<file path="config.mk">
export PLATFORM = sky130hd
export DESIGN_NAME = parb_top
export DESIGN_NICKNAME = d
export VERILOG_FILES = /design/src/rtl/parb_pkg.sv /design/src/rtl/parb_rr_pick.sv /design/src/rtl/parb_park_sel.sv /design/src/rtl/parb_rpt_ctr.sv /design/src/rtl/parb_top.sv
export SDC_FILE = /design/constraint.sdc
export NUM_CORES = 1
export LEC_CHECK = 0
export BUFFER_PORTS_ARGS = -buffer_cell sky130_fd_sc_hd__clkbuf_2
export CAP_MARGIN = 20
export CORE_MARGIN = 4
export CORE_UTILIZATION = 51
export DETAILED_ROUTE_END_ITERATION = 16
export HOLD_SLACK_MARGIN = 0.1
export PLACE_DENSITY_LB_ADDON = 0.15
export SYNTH_ARGS = -nofsm -noshare
export SYNTH_HDL_FRONTEND = slang
export SYNTH_SLANG_ARGS = --single-unit
</file>
<file path="constraint.sdc">
create_clock -name clk -period 2.97 [get_ports clk]
set_clock_uncertainty 0.1 [all_clocks]
set_input_delay 0.297 -clock clk [delete_from_list [all_inputs] [get_ports clk]]
set_output_delay 0.297 -clock clk [all_outputs]
set_load 0.02 [all_outputs]
</file>
<file path="src/rtl/parb_pkg.sv">
package parb_pkg;
  typedef enum logic [1:0] {
    PARK_FIXED = 2'b00,
    PARK_LAST  = 2'b01,
    PARK_OFF   = 2'b10,
    PARK_RSVD  = 2'b11
  } park_mode_e;
endpackage

</file>
<file path="src/rtl/parb_rr_pick.sv">
module parb_rr_pick #(
  parameter int N_MASTERS = 3,
  localparam int IW = (N_MASTERS > 1) ? $clog2(N_MASTERS) : 1
) (
  input  logic [N_MASTERS-1:0] req,
  input  logic [IW-1:0]        start,
  output logic [IW-1:0]        pick,
  output logic                 found
);
  localparam logic [IW:0] NW = N_MASTERS[IW:0];
  logic [IW:0] cand;

  // scan from start, wrapping, first requester wins
  always_comb begin
    found = 1'b0;
    pick  = '0;
    cand  = '0;
    for (int i = 0; i < N_MASTERS; i++) begin
      cand = {1'b0, start} + i[IW:0];
      if (cand >= NW) cand = cand - NW;
      if (!found && req[cand[IW-1:0]]) begin
        found = 1'b1;
        pick  = cand[IW-1:0];
      end
    end
  end
endmodule

</file>
<file path="src/rtl/parb_park_sel.sv">
module parb_park_sel
  import parb_pkg::*;
#(
  parameter int N_MASTERS = 3,
  parameter int CPU_IDX   = 0,
  parameter int SEL_W     = 4,
  localparam int IW = (N_MASTERS > 1) ? $clog2(N_MASTERS) : 1
) (
  input  logic [1:0]           mode,
  input  logic [SEL_W-1:0]     sel,
  input  logic [IW-1:0]        last,
  input  logic                 last_vld,
  output logic [N_MASTERS-1:0] park
);
  park_mode_e m;
  assign m = park_mode_e'(mode);

  always_comb begin
    park = '0;
    for (int i = 0; i < N_MASTERS; i++) begin
      unique case (m)
        PARK_FIXED: park[i] = (sel == SEL_W'(i));
        PARK_LAST:  park[i] = last_vld ? (last == IW'(i)) : (i == CPU_IDX);
        default:    park[i] = 1'b0;
      endcase
    end
  end
endmodule

</file>
<file path="src/rtl/parb_rpt_ctr.sv">
module parb_rpt_ctr #(
  parameter int RPT_W = 3
) (
  input  logic             clk,
  input  logic             rst,
  input  logic             clear,
  input  logic             bump,
  input  logic [RPT_W-1:0] limit,
  output logic             allow
);
  logic [RPT_W-1:0] cnt_q;

  always_ff @(posedge clk) begin
    if (rst || clear) cnt_q <= '0;
    else if (bump)    cnt_q <= cnt_q + 1'b1;
  end

  assign allow = cnt_q < limit;
endmodule

</file>
<file path="src/rtl/parb_top.sv">
module parb_top #(
  parameter int N_MASTERS = 3,
  parameter int CPU_IDX   = 0,
  parameter int RPT_W     = 3,
  parameter int SEL_W     = 4,
  localparam int IW = (N_MASTERS > 1) ? $clog2(N_MASTERS) : 1
) (
  input  logic                 clk,
  input  logic                 rst,
  input  logic [N_MASTERS-1:0] req_i,
  input  logic                 retry_i,
  input  logic                 xfer_done_i,
  input  logic [RPT_W-1:0]     cfg_repeat_i,
  input  logic [1:0]           cfg_park_mode_i,
  input  logic [SEL_W-1:0]     cfg_park_sel_i,
  input  logic                 cfg_retry_nopark_i,
  output logic [N_MASTERS-1:0] gnt_o
);
  localparam logic [N_MASTERS-1:0] CPU_OH = N_MASTERS'(1) << CPU_IDX;

  logic [N_MASTERS-1:0] gnt_q, gnt_d, park;
  logic                 busy_q, busy_d;
  logic [IW-1:0]        last_q, last_d, rr_start, pick;
  logic                 last_vld_q, last_vld_d, found;
  logic                 cnt_clr, cnt_bump, rpt_allow, boundary;

  assign rr_start = !last_vld_q ? '0 :
                    (last_q == IW'(N_MASTERS - 1)) ? '0 : last_q + 1'b1;

  parb_rr_pick #(.N_MASTERS(N_MASTERS)) u_pick (
    .req(req_i), .start(rr_start), .pick(pick), .found(found)
  );

  parb_park_sel #(.N_MASTERS(N_MASTERS), .CPU_IDX(CPU_IDX), .SEL_W(SEL_W)) u_park (
    .mode(cfg_park_mode_i), .sel(cfg_park_sel_i), .last(last_q),
    .last_vld(last_vld_q), .park(park)
  );

  parb_rpt_ctr #(.RPT_W(RPT_W)) u_rpt (
    .clk(clk), .rst(rst), .clear(cnt_clr), .bump(cnt_bump),
    .limit(cfg_repeat_i), .allow(rpt_allow)
  );

  assign boundary = !busy_q || xfer_done_i;

  always_comb begin
    gnt_d      = gnt_q;
    busy_d     = busy_q;
    last_d     = last_q;
    last_vld_d = last_vld_q;
    cnt_clr    = 1'b0;
    cnt_bump   = 1'b0;
    if (retry_i) begin
      gnt_d   = cfg_retry_nopark_i ? '0 : CPU_OH;
      busy_d  = 1'b0;
      cnt_clr = 1'b1;
    end else if (boundary) begin
      if (found) begin
        if (busy_q && req_i[last_q] && rpt_allow) begin
          cnt_bump = 1'b1;
        end else begin
          gnt_d       = '0;
          gnt_d[pick] = 1'b1;
          busy_d      = 1'b1;
          last_d      = pick;
          last_vld_d  = 1'b1;
          cnt_clr     = 1'b1;
        end
      end else begin
        gnt_d   = park;
        busy_d  = 1'b0;
        cnt_clr = 1'b1;
      end
    end
  end

  always_ff @(posedge clk) begin
    if (rst) begin
      gnt_q      <= '0;
      busy_q     <= 1'b0;
      last_q     <= '0;
      last_vld_q <= 1'b0;
    end else begin
      gnt_q      <= gnt_d;
      busy_q     <= busy_d;
      last_q     <= last_d;
      last_vld_q <= last_vld_d;
    end
  end

  assign gnt_o = gnt_q;

  AST_ONE_GRANT: assert property (@(posedge clk) disable iff (rst)
    $onehot0(gnt_o));
  AST_TENURE_HOLD: assert property (@(posedge clk) disable iff (rst)
    busy_q && !xfer_done_i && !retry_i |=> $stable(gnt_o));
  AST_RETRY_CPU: assert property (@(posedge clk) disable iff (rst)
    retry_i && !cfg_retry_nopark_i |=> gnt_o == CPU_OH);
  AST_RETRY_NONE: assert property (@(posedge clk) disable iff (rst)
    retry_i && cfg_retry_nopark_i |=> gnt_o == '0);
  AST_IDLE_OFF: assert property (@(posedge clk) disable iff (rst)
    !busy_q && !retry_i && req_i == '0 && cfg_park_mode_i[1] |=> gnt_o == '0);
endmodule

</file>
==> results of run 1 <==
[logic make-up (layout without fill, tap and decap cells)]
logic type | Yosys count | in the layout | share of synthesized area [%]
and+or+nand+nor | 46 | 46 | 32.5
AOI/OAI and AO/OA | 30 | 30 | 24.3
buffers and inverters | 12 | 35 | 5.20
DFF | 10 | 10 | 21.3
adders and majority gates | 7 | 7 | 9.33
muxes | 6 | 6 | 6.40
xor gates and xnor gates | 1 | 1 | 0.934
[cell type report]
cell class / instances / share of cell area, %
Multi-Input combinational cell: 90 / 62.6
Tap cell: 25 / 2.84
Clock buffer: 4 / 3.30
Sequential cell: 10 / 18.2
Timing Repair Buffer: 20 / 9.32
Inverter: 11 / 3.75
[cells in the final DEF (no fill, tap or decap), types with 2 or more instances in the layout]
cell type,netlist,final
o21ai_2,2,2
nor4_1,3,3
or2b_1,2,2
a31oi_1,2,2
nor3_1,4,4
nand2b_1,2,2
clkbuf_2,0,19
clkbuf_4,0,3
nor3b_1,2,2
o22ai_1,3,3
mux2i_1,6,6
o21ai_0,2,2
a21oi_1,9,9
ha_1,7,7
inv_2,2,2
inv_1,9,9
dfxtp_1,10,10
nor2_1,10,10
nand2_1,9,9
nand3b_1,5,5
[state kept, by name, indices dropped and copies added (netlist names)]
name	count
busy_q	1
u_rpt.cnt_q	3
last_vld_q	1
last_q	2
gnt_o	3
[worst paths after layout]
| path | start | endpoint | slack (ns) | cells past startpoint |
|---|---|---|---|---|
| max | last_q[0] | last_q[1] | 0.20 | 9 |
| min | rst | last_q[0] | 0.16 | 2 |
| max reg2reg | last_q[0] | last_q[1] | 0.20 | 9 |
| min reg2reg | gnt_o[1] | gnt_o[1] | 0.35 | 2 |
[worst max-delay path: stages (launching register included)]
cell and delay [ns]:
dfxtp_1 0.42, inv_2 0.07, or3_1 0.44, ha_1 0.40, mux2i_1 0.28, o22ai_2 0.15, nor3_4 0.28, nand4bb_4 0.26
mux2i_1 0.20, nor2_1 0.06
[per-layer routing]
layer / global-route usage [%] / vias up / share of wire (%)
met2: 25.9 / 26 / 41
met3: 2.92 / 5 / 6.4
li1: - / 465 / -
met1: 23.6 / 408 / 51
met5: 0 / - / 0
met4: 5.38 / 0 / 1.4
[stage by stage]
step	setup TNS, ns	instances	utilization, %	area (sq um)
6_report	0	160	63.8	1100
5_1_grt	-0.00114	160	63.8	1100
4_1_cts	0	159	63.3	1090
3_5_place_dp	0	155	61.2	1060
3_3_place_gp	0	155	61.2	1060
2_1_floorplan	0	112	-	938
[power by group through the flow]
stage | sequential, uW | clock (uW) | combinational (uW)
after floorplan | 161 | 0 | 154
after global placement | 158 | 0 | 202
after detailed placement | 159 | 0 | 204
after CTS | 156 | 127 | 205
after global routing | 158 | 133 | 230
final | 156 | 124 | 209
==> results_dict.tcl, run 1 <==
set metrics [dict create \
    p_leak_uw 0.000457 \
    min_period_ns 2.77 \
    routed_wirelength_mm 2.00 \
    drc 0 \
    pwr-share-comb_pct 42.6 \
    num-fill-cells 159 \
    maxSlewViolCount 0 \
    finalSetupViolCount 0 \
    cts.clk_slew.worst_paths_ns 0.07 \
    synthesis.area_sq_um 938 \
    finalHoldViolCount 0 \
    overflow 0 \
    die_y_um 50.9 \
    vdd_ir_drop_max_uv 362 \
    whs_ns 0.165 \
    clkPwrFrac_pct 25.4 \
    ys_seq_area_share_pct 21.3 \
    avgSynthCellArea_sq_um 8.38 \
    first_pass_iters 4 \
    cts_tree "yes" \
    worstSetupPathType "reg2reg" \
    cts_setup_buffers 0 \
    yosys.area.top_type "dfxtp_1" \
    synth_ff_type "dfxtp_1" \
    p_int_uw 312 \
    fp.dieW_um 50.9 \
    grt_pass1_vias 779 \
    ctsHoldBuffers 0 \
    synth_nets 136 \
    drtAntennaViolNets 0 \
    ys_types 41 \
    numPortBuffers 19 \
    maxSlewHeadroom_pct 74.4 \
    min_period_over_period_pct 93.4 \
    n_antenna_cell 0 \
    die-area_sq_um 2590 \
    power_uw 489 \
    vias 904 \
    dr.first_iter.drc_count 18 \
    multiInputGateArea_sq_um 689 \
    initial_core_util_pct 54.3 \
    grt_pass1_wl_mm 3.35 \
    routed_via_density 5.65 \
    yosysTopAreaCellShare_pct 21.3 \
    seq_area_sq_um 200 \
    critPathRequiredTime_ns 3.03 \
    crit_arrival_ns 2.84 \
    antenna_found_initial 0 \
    synth_area_leaders "dfxtp_1, ha_1, mux2i_1" \
    cp_max_fo 6 \
    fin_nets 160 \
    p_sw_share_pct 36.3 \
    power_density_nw_per_um2 445 \
    clock.fmax_mhz 361 \
    status "finished clean" \
    ios 20 \
    synthArstFlopShare_pct 0 \
    cts_buffer_depth 2 \
    synth_edf_count 0 \
    switchingPower_uw 178 \
    cts.sinks 10 \
    yosysWarnings 0 \
    place_congestion 0.837 \
    dp_slack_ns 0.167 \
    synth_cells 112 \
    drive_above_1_share_pct 25.9 \
    synth_seq_cells 10 \
    end_kind "flop" \
    clockRootBuffer "clkbuf_4" \
    grt_max_degree 9 \
    core_sq_um 1730 \
    area_growth_pct 17.3 \
    cts-buffers-inserted 3 \
    crit_path_start_kind "flop" \
    worstMarginPinSlew_ns 0.383 \
    p_seq_share_pct 32.0 \
    synthTopCellsByCount "dfxtp_1, nor2_1, a21oi_1, inv_1, nand2_1" \
    cts.htree.levels 1 \
    clock_latency_ns 0.27 \
    wl_per_cell_um 12.5 \
    num_rows 15 \
    hpwlAfterDp_mm 1.60 \
    hold_class "in2reg" \
    worst_slack_ns 0.197 \
    cap_viol_max_count 0 \
    grt_usage_pct 16.8 \
    cts_resized 0 \
]
Power figures use the tool's default switching activity.
==> inputs of run 2 (changes only) <==
RECOVER_POWER = 25   (was not set)
==> run 2 against run 1 <==
Design area decreased by 0.34%. Critical endpoint unchanged. Highest routed layer unchanged. Worst setup slack got worse by 0.0026 ns. Register-to-register slack about the same. Core utilization decreased by 0.22 points. Die area unchanged. Wire length about the same. Largest cell class unchanged. Critical path depth unchanged. Final cell count unchanged. Worst hold slack got worse by 0.0017 ns.
==> results_dict.tcl, run 2 (synthesized netlist as in run 1, its figures left out) <==
set metrics [dict create \
    core_sq_um 1730 \
    first_pass_iters 4 \
    final_util_pct 63.6 \
    seq_area_sq_um 200 \
    cts.htree.levels 1 \
    path_common_cell "mux2i_1" \
    pwr-share-comb_pct 42.5 \
    cts-buffers-inserted 3 \
    clock.fmax_mhz 360 \
    dp_slack_ns 0.167 \
    area_growth_pct 16.9 \
    fp.dieW_um 50.9 \
    placedInstanceArea_sq_um 1060 \
    vdd_ir_drop_max_uv 354 \
    ios 20 \
    final_design_area_no_fill_sq_um 1100 \
    crit_arrival_ns 2.84 \
    status "finished clean" \
    min_period_ns 2.78 \
    worstMarginPinSlew_ns 0.386 \
    die_y_um 50.9 \
    cp_max_fo 6 \
    hpwlAfterDp_mm 1.60 \
    slowest_delay_ns 0.44 \
    end_kind "flop" \
    clockRootBuffer "clkbuf_4" \
    drive_above_1_share_pct 23.7 \
    place_congestion 0.837 \
    overflow 0 \
    drtAntennaViolNets 0 \
    power_uw 489 \
    layout_common_cells "clkbuf_2, nor2_1, dfxtp_1" \
    die-area_sq_um 2590 \
    num-fill-cells 159 \
    num_rows 15 \
    cts.sinks 10 \
    wl_per_cell_um 12.5 \
    worst_slack_ns 0.194 \
    fin_cells 160 \
    cap_viol_max_count 0 \
    critical_path.cell_chain "inv_2, or3_1, ha_1, mux2i_1, o22ai_2, nor3_4, nand4bb_4, mux2i_1, nor2_1" \
    drc 0 \
    p_seq_share_pct 32.0 \
    hold_class "in2reg" \
    fin_nets 160 \
    p_int_uw 311 \
    clock_latency_ns 0.27 \
    routed_via_density 5.66 \
    crit_path_start_kind "flop" \
    min_period_over_period_pct 93.5 \
    numPortBuffers 19 \
    finalSetupViolCount 0 \
    dr.first_iter.drc_count 18 \
    cts.clk_slew.worst_paths_ns 0.07 \
    critPathRequiredTime_ns 3.04 \
    grt_pass1_vias 779 \
    vias 906 \
    multiInputGateArea_sq_um 689 \
    cts_resized 0 \
    clkPwrFrac_pct 25.5 \
    worstSetupPathType "reg2reg" \
    n_antenna_cell 0 \
    dp.cells 155 \
    grt_pass1_wl_mm 3.35 \
    crit_slowest_cell "or3_1" \
    antenna_found_initial 0 \
    crit_family "simple AND/OR/NAND/NOR gates" \
    switchingPower_uw 178 \
    routed_wirelength_mm 2.00 \
    grt_usage_pct 16.8 \
    maxSlewViolCount 0 \
    final_common_cell "clkbuf_2" \
    p_leak_uw 0.000447 \
    grt_max_degree 9 \
    path_buf_inv 1 \
    cts_tree "yes" \
    cts_buffer_depth 2 \
    finalHoldViolCount 0 \
    power_density_nw_per_um2 445 \
    maxSlewHeadroom_pct 74.1 \
    p_sw_share_pct 36.4 \
    initial_core_util_pct 54.3 \
]
## run 2: final cells by class
type,instances,share of cell area [%]
multi-input cells,90,62.8
repair buffers,20,9.01
clock buffers,4,3.31
inverters,11,3.76
well taps,25,2.85
flip-flops and latches,10,18.2
## run 2: worst paths after layout
check	from	endpoint	slack [ns]	cells past startpoint
max	last_q[0]	last_q[1]	0.19	9
min	rst	last_q[0]	0.16	2
min reg2reg	gnt_o[1]	gnt_o[1]	0.36	2
max reg2reg	last_q[0]	last_q[1]	0.19	9
## run 2: per-stage QoR
step	hold WS, ns	setup TNS, ns
3_3_place_gp	0.340	0
5_1_grt	0.183	-0.00114
6_report	0.163	0
3_5_place_dp	0.343	0
4_1_cts	0.164	0
2_1_floorplan	0.262	0
## run 2: per-layer routing
| layer | wire (um) | GRT usage (%) |
|---|---|---|
| met1 | 1030 | 23.6 |
| met3 | 128 | 2.92 |
| met4 | 29 | 5.38 |
| met5 | 0 | 0 |
| met2 | 817 | 25.9 |
## run 2: what timing repair did
action                     CTS  global route
buffers inserted             0             1
setup endpoints to repair    0             4
hold buffers                 0             0
## run 2: power by group through the flow
stage               sequential [uW]  combinational [uW]  clock (uW)
floorplan                       161                 154           0
CTS                             156                 205         127
global route                    158                 228         133
detailed placement              159                 204           0
finish                          156                 207         125
global placement                158                 202           0
==> inputs of run 3 (changes only) <==
--- a/config.mk
+++ b/config.mk
@@ -10,3 +10,3 @@
 export CORE_MARGIN = 4
-export CORE_UTILIZATION = 51
+export CORE_UTILIZATION = 36
 export DETAILED_ROUTE_END_ITERATION = 16
==> constraint.sdc (replaced) <==
create_clock -name clk -period 2.97 [get_ports clk]
set_clock_uncertainty 0.1 [all_clocks]
set_input_delay 0.1485 -clock clk [delete_from_list [all_inputs] [get_ports clk]]
set_output_delay 0.1485 -clock clk [all_outputs]
set_load 0.02 [all_outputs]
==> run 3 against run 2 <==
Via count decreased by 0.66%. Sequential power hardly changed. Largest cell class unchanged. Die area up 35%. Clock power is 28% lower. Critical endpoint is now u_rpt.cnt_q[1]. Critical path depth grew 1. Maximum frequency rose by 0.70%.
==> results_dict.tcl, run 3 (synthesized netlist as in run 1, its figures left out) <==
set metrics [dict create \
    fp.dieW_um 59.1 \
    clock_latency_ns 0.26 \
    min_period_ns 2.76 \
    p_seq_share_pct 34.9 \
    vias 900 \
    routed_wirelength_mm 2.08 \
    cp_max_fo 6 \
    fin_nets 160 \
    clkPwrFrac_pct 20.0 \
    worstSetupPathType "reg2reg" \
    status "finished clean" \
    clockRootBuffer "clkbuf_4" \
    drtAntennaViolNets 0 \
    final_common_cell "clkbuf_2" \
    place_congestion 0.747 \
    n_antenna_cell 0 \
    crit_path_start_kind "flop" \
    end_kind "flop" \
    area_growth_pct 16.4 \
    rsz0062_at_grt "false" \
    crit_arrival_ns 2.81 \
    cts.clk_slew.worst_paths_ns 0.06 \
    power_density_nw_per_um2 412 \
    pwr-share-comb_pct 45.2 \
    num-fill-cells 260 \
    dr.first_iter.drc_count 52 \
    cts.sinks 10 \
    wl_per_cell_um 12.7 \
    min_period_over_period_pct 92.8 \
    layout_common_cells "clkbuf_2, nor2_1, dfxtp_1" \
    drive_above_1_share_pct 22.4 \
    worst_slack_ns 0.213 \
    grt_pass1_vias 823 \
    switchingPower_uw 169 \
    ios 20 \
    cts_resized 0 \
    finalSetupViolCount 0 \
    first_pass_iters 4 \
    maxSlewHeadroom_pct 77.0 \
    p_int_uw 281 \
    grt_max_degree 9 \
    cts.htree.levels 1 \
    grt_usage_pct 12.3 \
    cap_viol_max_count 0 \
    antenna_found_initial 0 \
    final_util_pct 44.1 \
    vdd_ir_drop_max_uv 224 \
    hold_class "in2reg" \
    core_sq_um 2480 \
    maxSlewViolCount 0 \
    cts_tree "yes" \
    overflow 0 \
    finalHoldViolCount 0 \
    grt_pass1_wl_mm 3.39 \
    numPortBuffers 19 \
    initial_core_util_pct 37.9 \
    cts-buffers-inserted 3 \
    num_rows 18 \
    cts_buffer_depth 2 \
    routed_via_density 5.49 \
    worstMarginPinSlew_ns 0.343 \
    die_y_um 59.1 \
    p_leak_uw 0.000438 \
    dp_slack_ns 0.177 \
    clock.fmax_mhz 363 \
    hpwlAfterDp_mm 1.72 \
    p_sw_share_pct 37.6 \
    critPathRequiredTime_ns 3.02 \
    setup_tns_ns 0 \
    die-area_sq_um 3490 \
    drc 0 \
]
==> run 3: layout make-up <==
type	instances	area [sq um]	share of cell area, %
clock buffer	3	22.5	2.06
inverter	11	41.3	3.78
multi-input combinational	90	689	63.1
sequential	10	200	18.3
tap	30	37.5	3.44
timing repair buffer	20	101	9.28
==> run 3: what timing repair did <==
| item | in CTS | in global routing |
|---|---|---|
| hold endpoints to repair | 3 | 0 |
| buffers inserted | 0 | 0 |
| setup endpoints to repair | 0 | 1 |
| hold buffers | 1 | 0 |
==> run 3: path summary, 6_finish.rpt <==
kind	startpoint	end	slack (ns)	depth (start not counted)
min reg2reg	gnt_o[1]	gnt_o[1]	0.36	2
min	cfg_retry_nopark_i	gnt_o[0]	0.16	4
max reg2reg	last_q[0]	u_rpt.cnt_q[1]	0.21	10
max	last_q[0]	u_rpt.cnt_q[1]	0.21	10
==> run 3: routing by layer <==
metal / vias to the layer above / track usage (%) / share of wire [%]
met5: - / 0 / 0
met4: 0 / 1.94 / 0.63
met3: 2 / 3.27 / 7.2
met2: 27 / 19.2 / 44
met1: 412 / 17.3 / 48
li1: 459 / - / -
==> run 3: critical path, stage by stage, from the launching register on <==
cell,delay [ns]
dfxtp_1,0.42
inv_2,0.07
or3_1,0.44
inv_2,0.10
ha_1,0.29
mux2i_1,0.15
o22ai_1,0.29
nor3_4,0.12
nor4b_4,0.38
mux2i_1,0.24
nor2_1,0.05
==> run 3: power by group through the flow <==
stage | Sequential, uW | Clock [uW] | Combinational [uW]
finish | 157 | 89.9 | 203
global route | 158 | 98.8 | 224
CTS | 157 | 94.8 | 206
detailed placement | 160 | 0 | 203
global placement | 159 | 0 | 203
floorplan | 161 | 0 | 154
==> run 3: metrics by stage <==
stage                     std cells  area [sq um]  hold slack, ns  power (uW)
after global placement          160          1060           0.310         362
final                           164          1090           0.163         450
after global routing            164          1090           0.213         481
after CTS                       164          1100           0.157         457
after detailed placement        160          1060           0.310         363
after floorplan                 112           938           0.113         315
